[src/rtl/rpd_pkg.sv]
package rpd_pkg;

  typedef struct packed {
    logic pin;
    logic pd;
    logic wdt;
    logic osc;
  } rst_src_t;

  // saturating increment used by the low-time counters
  function automatic int unsigned sat_inc(int unsigned v, int unsigned lim);
    return (v < lim) ? v + 1 : v;
  endfunction

  // threshold test on a low-time count
  function automatic logic reached(int unsigned cnt, int unsigned lim);
    return cnt >= lim;
  endfunction

  // strobes loaded into the stretch counter for a hold of hold_mc full cycles
  function automatic int unsigned hold_load(int unsigned hold_mc);
    return hold_mc + 1;
  endfunction

endpackage

[src/rtl/rpd_sync.sv]
module rpd_sync #(
  parameter int          W      = 1,
  parameter int          STAGES = 2,
  parameter logic [W-1:0] INIT  = '1
) (
  input  logic         clk,
  input  logic         por_n,
  input  logic [W-1:0] d,
  output logic [W-1:0] q
);
  logic [W-1:0] stg [STAGES];

  always_ff @(posedge clk or negedge por_n) begin
    if (!por_n) begin
      for (int i = 0; i < STAGES; i++) stg[i] <= INIT;
    end else begin
      stg[0] <= d;
      for (int i = 1; i < STAGES; i++) stg[i] <= stg[i-1];
    end
  end

  assign q = stg[STAGES-1];
endmodule

[src/rtl/rpd_lowcnt.sv]
module rpd_lowcnt #(
  parameter int LIMIT = 4,
  localparam int CW   = $clog2(LIMIT + 1)
) (
  input  logic          clk,
  input  logic          por_n,
  input  logic          mc_stb,
  input  logic          low,
  output logic [CW-1:0] cnt
);
  always_ff @(posedge clk or negedge por_n) begin
    if (!por_n)      cnt <= '0;
    else if (!low)   cnt <= '0;
    else if (mc_stb) cnt <= CW'(rpd_pkg::sat_inc(int'(cnt), LIMIT));
  end

  // a nonzero count needs the pin low on the previous clock

  cnt_low_chk: assert property (@(posedge clk) disable iff (!por_n)
    (cnt != '0) |-> $past(low));
endmodule

[src/rtl/rpd_stretch.sv]
module rpd_stretch #(
  parameter int HOLD_MC = 2,
  localparam int LOAD   = rpd_pkg::hold_load(HOLD_MC),
  localparam int HW     = $clog2(LOAD + 1)
) (
  input  logic clk,
  input  logic por_n,
  input  logic mc_stb,
  input  logic src_any,
  output logic active
);
  logic [HW-1:0] hold;

  always_ff @(posedge clk or negedge por_n) begin
    if (!por_n)                    hold <= HW'(LOAD);
    else if (src_any)              hold <= HW'(LOAD);
    else if (mc_stb && hold != '0) hold <= hold - 1'b1;
  end

  assign active = (hold != '0);


  src_hold_chk: assert property (@(posedge clk) disable iff (!por_n)
    src_any |=> active);


  rel_strobe_chk: assert property (@(posedge clk) disable iff (!por_n)
    $fell(active) |-> $past(mc_stb) && !$past(src_any));
endmodule

[src/rtl/rpd_ctrl.sv]
module rpd_ctrl #(
  parameter int QUAL_MC    = 2,
  parameter int PD_LONG_MC = 4,
  parameter int HOLD_MC    = 2,
  localparam int CW        = $clog2(PD_LONG_MC + 1)
) (
  input  logic clk,
  input  logic por_n,
  input  logic mc_stb,
  input  logic rst_pin_n,
  input  logic pd_pin_n,
  input  logic pe_swd_pin,
  input  logic owe_pin,
  input  logic wdt_timeout,
  input  logic osc_fail,
  input  logic sw_pd_req,
  input  logic sw_idle_req,
  input  logic sw_slow_req,
  output logic rst_req,
  output logic rst_out_n,
  output logic pins_float,
  output logic osc_wd_en,
  output logic wdt_start,
  output logic grant_pd,
  output logic grant_idle,
  output logic grant_slow
);
  import rpd_pkg::*;

  // synchronized pins: {owe, pe, pd_n, rst_n}
  logic [3:0] pins_s;
  rpd_sync #(.W(4), .STAGES(2), .INIT(4'hF)) u_sync (
    .clk(clk), .por_n(por_n),
    .d({owe_pin, pe_swd_pin, pd_pin_n, rst_pin_n}), .q(pins_s)
  );

  logic owe_s, pe_s;
  logic [1:0] pin_low;
  assign pin_low = {~pins_s[1], ~pins_s[0]};
  assign pe_s    = pins_s[2];
  assign owe_s   = pins_s[3];

  // low-time counters, index 0 reset pin, index 1 power-down pin
  logic [CW-1:0] low_cnt [2];
  logic [1:0]    q_short;
  for (genvar g = 0; g < 2; g++) begin : g_qual
    rpd_lowcnt #(.LIMIT(PD_LONG_MC)) u_cnt (
      .clk(clk), .por_n(por_n), .mc_stb(mc_stb),
      .low(pin_low[g]), .cnt(low_cnt[g])
    );
    assign q_short[g] = reached(int'(low_cnt[g]), QUAL_MC);
  end

  logic pd_long;
  assign pd_long = reached(int'(low_cnt[1]), PD_LONG_MC);

  // hardware power-down state, left only when the pin is high again
  logic pd_state;
  always_ff @(posedge clk or negedge por_n) begin
    if (!por_n)          pd_state <= 1'b0;
    else if (!pin_low[1]) pd_state <= 1'b0;
    else if (pd_long)    pd_state <= 1'b1;
  end

  rst_src_t src;
  logic     src_any;
  assign src.pin = q_short[0];
  assign src.pd  = q_short[1] | pd_state;
  assign src.wdt = wdt_timeout;
  assign src.osc = osc_fail & owe_s;
  assign src_any = |src;

  logic active;
  rpd_stretch #(.HOLD_MC(HOLD_MC)) u_stretch (
    .clk(clk), .por_n(por_n), .mc_stb(mc_stb),
    .src_any(src_any), .active(active)
  );

  // watchdog start select sampled during reset
  logic pe_lat, act_prev;
  always_ff @(posedge clk or negedge por_n) begin
    if (!por_n) begin
      pe_lat   <= 1'b0;
      act_prev <= 1'b1;
    end else begin
      if (active) pe_lat <= pe_s;
      act_prev <= active;
    end
  end

  assign wdt_start  = act_prev & ~active & pe_lat;
  assign rst_req    = active;
  assign rst_out_n  = ~active;
  assign pins_float = pd_state;
  assign osc_wd_en  = owe_s;
  assign grant_pd   = sw_pd_req   & ~pe_s;
  assign grant_idle = sw_idle_req & ~pe_s;
  assign grant_slow = sw_slow_req & ~pe_s;


  float_rst_chk: assert property (@(posedge clk) disable iff (!por_n)
    pd_state |-> active);


  start_once_chk: assert property (@(posedge clk) disable iff (!por_n)
    wdt_start |=> !wdt_start && !active);
endmodule

[config.mk]
export PLATFORM = sky130hd
export DESIGN_NAME = rpd_ctrl
export DESIGN_NICKNAME = d
export VERILOG_FILES = /design/src/rtl/rpd_pkg.sv /design/src/rtl/rpd_sync.sv /design/src/rtl/rpd_lowcnt.sv /design/src/rtl/rpd_stretch.sv /design/src/rtl/rpd_ctrl.sv
export SDC_FILE = /design/constraint.sdc
export NUM_CORES = 1
export LEC_CHECK = 0
export BUFFER_PORTS_ARGS = -buffer_cell sky130_fd_sc_hd__buf_4
export CAP_MARGIN = 25
export CORE_MARGIN = 5
export CORE_UTILIZATION = 44
export DETAILED_ROUTE_END_ITERATION = 10
export MAX_ROUTING_LAYER = met4
export PLACE_DENSITY = 0.79
export SLEW_MARGIN = 25
export SYNTH_ARGS = -nofsm -noshare
export SYNTH_HDL_FRONTEND = slang
export SYNTH_SLANG_ARGS = --single-unit
[constraint.sdc]
create_clock -name clk -period 1.1 [get_ports clk]
set_input_delay 0.165 -clock clk [delete_from_list [all_inputs] [get_ports clk]]
set_output_delay 0.165 -clock clk [all_outputs]
set_load 0.1 [all_outputs]
Yosys cells after proc, flatten, opt, wreduce, memory -nomap -nowiden
Index checks and enable logic that the tools add are counted.
Widths: inputs -> output; s select.
Word-level totals
  word-level logic and storage cells: 46
  output and inout port bits: 8
  input bits: 12
  flip-flop bits (word level): 19
Cells by class
  magnitude comparators: 5
  reductions and logical operators: 11
  $add $sub $neg: 3
  muxes and demuxes: 10
  bitwise operators: 9
Operators by type and width (count)
  $mux 3: 6
  $reduce_bool 2->1: 7
  $add 3x1->3 const B: 2
  $and 1x1->1: 6
  $ge 3x2->1 const B: 2
  $lt 3x3->1 const B: 2
  $mux 2: 2
  $reduce_and 2->1: 2
  $reduce_or 4->1: 1
  $ge 3x3->1 const B: 1
  $mux 1: 2
  $not 1->1: 2
  $sub 2x1->2 const B: 1
  $logic_and 1x1->1: 1
  $or 1x1->1: 1

Logic depth before layout (Yosys ltp)
  depth after elaboration: 4
  mapped depth: 5
  mapped depth without buffers: 5

Hierarchy
Synthesis repeated with hierarchy kept, for this count alone.
Second synthesis, totals
  cell total of the unflattened synthesis: 67
  area, all modules: 819.5 um2
Modules (own cells, without submodules)
  rpd_lowcnt: area an instance 150.1 um2, cells each 13, instances 2, seq. area each 75.1 um2
  rpd_sync: area an instance 240.2 um2, cells each 12, instances 1, seq. area each 210.2 um2
  rpd_ctrl: area an instance 152.6 um2, cells each 16, instances 1, seq. area each 76.3 um2
  rpd_stretch: area an instance 126.4 um2, cells each 13, instances 1, seq. area each 52.6 um2

Worst setup path before layout
OpenSTA, ideal clock, no wires.
  path type: register -> output
  start point: register u_stretch.hold[0]
  end point: output wdt_start
  setup slack: -1255 ps
  buffers on the path: 0
  arrival time: 2190 ps
  stages on the path, launching flop included: 4
  data required time: 935 ps
  path through: dfstp_2 inv_1 ha_1 and3_1
Between the ends
  word-level cells in the longest chain between the ends: 4
RTL lines
  start: declaration: RTL line rpd_stretch.sv:12  | logic [HW-1:0] hold;
  start signal: assignment: RTL line rpd_stretch.sv:15  | if (!por_n) hold <= HW'(LOAD);
  start signal: assignment: RTL line rpd_stretch.sv:16  | else if (src_any) hold <= HW'(LOAD);
  start signal: assignment: RTL line rpd_stretch.sv:17  | else if (mc_stb && hold != '0) hold <= hold - 1'b1;
  $reduce_bool 2->1: RTL line rpd_stretch.sv:20  | assign active = (hold != '0);
  $not 1->1
  net rst_out_n: RTL line rpd_ctrl.sv:20  | output logic rst_out_n,
  $and 1x1->1 (2 in a row): RTL line rpd_ctrl.sv:91  | assign wdt_start = act_prev & ~active & pe_lat;
  end: declaration: RTL line rpd_ctrl.sv:23  | output logic wdt_start,
The timed path passes the listed nets, and every way through them passes these cells.

Worst setup path after layout
  start point: register u_stretch.hold[1]
  end point: output wdt_start
Between the ends
  word-level cells in the longest chain between the ends: 4
RTL lines (RTL line)
  $reduce_bool 2->1: rpd_stretch.sv:20
  $not 1->1: rpd_ctrl.sv:91
  $and 1x1->1 (2 in a row): rpd_ctrl.sv:91
Every way passes these cells.

==> impl_metrics.toml <==
[outcome]
outcome = "complete, but fails checks"
failed_checks = "setup timing"

[global_route]
grt_max_degree = 20
use_met2_pct = 25.00
grt_pass1_wl_mm = 2.553
track_usage_pct = 13.36
antenna_found_initial = 0
grt.busiest_layer = "met2"
grt_util_met3_pct = 1.775
use_met1_pct = 14.34
grt.overflow.total = 0
grt_pass1_vias = 598

[sta]
hold-worst-slack_ns = 0.1849
rsz0062_at_grt = "yes"
relSlewSlack_pct = 83.57
fin_crit_sh_pct = 142.5
worst_pin_slew_ns = 0.2453
slew_viol_final = 0
max_freq_ghz = 0.6377
hold_viol = 0
timing.final.ws_setup_ns = -0.4680
fin_crit_ns = 1.568
setup_violations = 10
fin_skew_ns = 0.005131
setup_tns_ns = -3.155

[place]
place_area_um2 = 975.9
place.gp.congestion = 0.7320
dp_hpwl_um = 959.7
io_buffers = 19

[cts]
clk_pin_slew_ns = 0.11
clkSinkCount = 19
cts_made_buffers = 3
root_buffer = "clkbuf_4"
clockBufferDepth = 2
cts_tree = "built"
htree_num_levels = 1
clock_latency_ns = 0.29

[setup_path]
cp_max_fo = 5
worst_ep_required_time_ns = 0.94
cp.arrival_ns = 1.40
critPathKind = "flip-flop to output port"
cp-end-kind = "output port"
start_kind = "flip-flop"
rr_worst_depth = 6

[pwr]
p_leak_nw = 0.5867
powerDensity_nw_per_um2 = 1189
finalPower_w = 0.001468
peakVddDrop_uv = 1013

[final_layout]
nFillCells = 79
final_core_util_pct = 80.11
drive_gt1_share_pct = 60.42
n_antenna_cell = 0
final_nets = 113
syn_to_final_growth_pct = 69.01
finalInstanceArea_um2 = 1235

[routing]
vias = 554
first_iter_violations = 5
vias_per_cell = 4.946
drcViolationCount = 0
ant_nets = 0
wl_mm = 1.761
wl_per_cell_um = 15.72
first_pass_iters = 6

[floorplanning]
start_util_pct = 47.40
dieHeight_um = 50.75
pin_count = 20
num_rows = 14
die-area_um2 = 2576
die_w_um = 50.75
core_um2 = 1541

[synth]
synthCells = 57
yosysUniqueCellTypes = 18
ys_seq_area_share_pct = 66.95
yosysWarnings = 0
synth_nets = 73
syn-mean-instance-area_um2 = 12.82
synth-seq-cells = 19
netlist_area_um2 = 730.7

[worst_hold_path]
min_path_cells = 3
min_path_type = "input port to flip-flop"

[job]
max-cap-violations = 0
## power by group
group	switching (W)	leakage, nW	total, W	internal [W]
combinational	0.000174	0.351	0.000332	0.000159
sequential	0.0000313	0.220	0.000788	0.000757
clock	0.000206	0.0150	0.000347	0.000141
total	0.000411	0.587	0.00147	0.00106
## metrics by stage
step	cells	setup WS, ns
global route	112	-0.5080
finish	112	-0.4680
global placement	97	-0.1745
detailed placement	97	-0.1842
floorplan	57	-0.4246
CTS	110	-0.4319
## cells in the mapped netlist
| cell | count | area share [%] |
|---|---|---|
| a21oi_1 | 3 | 2.1 |
| xnor2_1 | 2 | 2.4 |
| inv_1 | 4 | 2.1 |
| and2b_1 | 1 | 1.0 |
| and3_1 | 2 | 1.7 |
| a211oi_1 | 2 | 2.1 |
| o211ai_1 | 1 | 1.0 |
| mux2_2 | 1 | 1.5 |
| nor3_1 | 1 | 0.68 |
| dfstp_2 | 11 | 40 |
| or2_1 | 1 | 0.86 |
| dfrtp_1 | 8 | 27 |
| ha_1 | 4 | 6.8 |
| nor2_1 | 7 | 3.6 |
| nand2_1 | 3 | 1.5 |
| nand2b_1 | 2 | 1.7 |
| mux2i_1 | 1 | 1.4 |
| nor2b_1 | 3 | 2.6 |
## cell type report
cell class                      instances  area, um2  area share, %
Sequential cell                        19      494.2          40.02
Timing Repair Buffer                   35      377.9          30.60
Multi-Input combinational cell         34      297.8          24.11
Clock buffer                            4      26.28          2.128
Tap cell                               16      20.02          1.621
Inverter                                4      18.77          1.520
## placed cells by master (no fill, tap or decap), types with 2 or more instances in the layout
master / count
buf_4: 19
dfstp_2: 10
nor2_1: 7
dfrtp_1: 7
buf_12: 7
dlygate4sd3_1: 5
buf_6: 4
nor2b_4: 3
nand2_1: 3
a21oi_1: 3
ha_1: 3
clkbuf_4: 3
inv_2: 2
nand2b_4: 2
## path summary, 6_finish.rpt
path	from	endpoint	slack [ns]
worst max-delay path	u_stretch.hold[1]	wdt_start	-0.47
worst min-delay path	mc_stb	g_qual[1].u_cnt.cnt[2]	0.18
worst max register to register	u_stretch.hold[1]	pe_lat	-0.43
worst min register to register	u_sync.stg[7]	u_sync.q[3]	0.36
max in group asynchronous	por_n	u_sync.stg[4]	0.55
min in group asynchronous	por_n	g_qual[1].u_cnt.cnt[2]	0.29
## sequential cells by signal, indices dropped and copies added (netlist names)
signal / cells
u_sync.stg: 4
pins_float: 1
pe_lat: 1
act_prev: 1
u_sync.q: 4
u_stretch.hold: 2
g_qual.u_cnt.cnt: 6
## cell families (layout without fill, tap and decap cells)
| kind of cell | Yosys count | in the layout | synth area share, % |
|---|---|---|---|
| mux | 2 | 2 | 2.911 |
| compound gates | 6 | 6 | 5.136 |
| xor+xnor | 2 | 2 | 2.398 |
| buf+inv | 4 | 43 | 2.054 |
| simple gates | 20 | 20 | 13.70 |
| flops | 19 | 19 | 66.95 |
| fa+ha+maj | 4 | 4 | 6.850 |
## timing repair
item,4_1_cts,5_1_grt
hold endpoints to repair,23,0
pin swaps,2,3
hold buffers,5,0
endpoints found under the setup margin,11,13
gates resized for setup,24,7
buffers inserted,4,4
## metal layers
metal / routed length (um) / part of all wire (%)
met2: 975 / 55
met3: 118 / 6.7
met5: 0 / 0
met4: 0 / 0
met1: 666 / 38
## worst max-delay path, stage by stage, from the launching register on
cell and delay, ns:
dfstp_2 0.57, inv_2 0.05, ha_4 0.18, and3_4 0.16
buf_12 0.16
No activity file was read; power rests on OpenSTA's default activity.
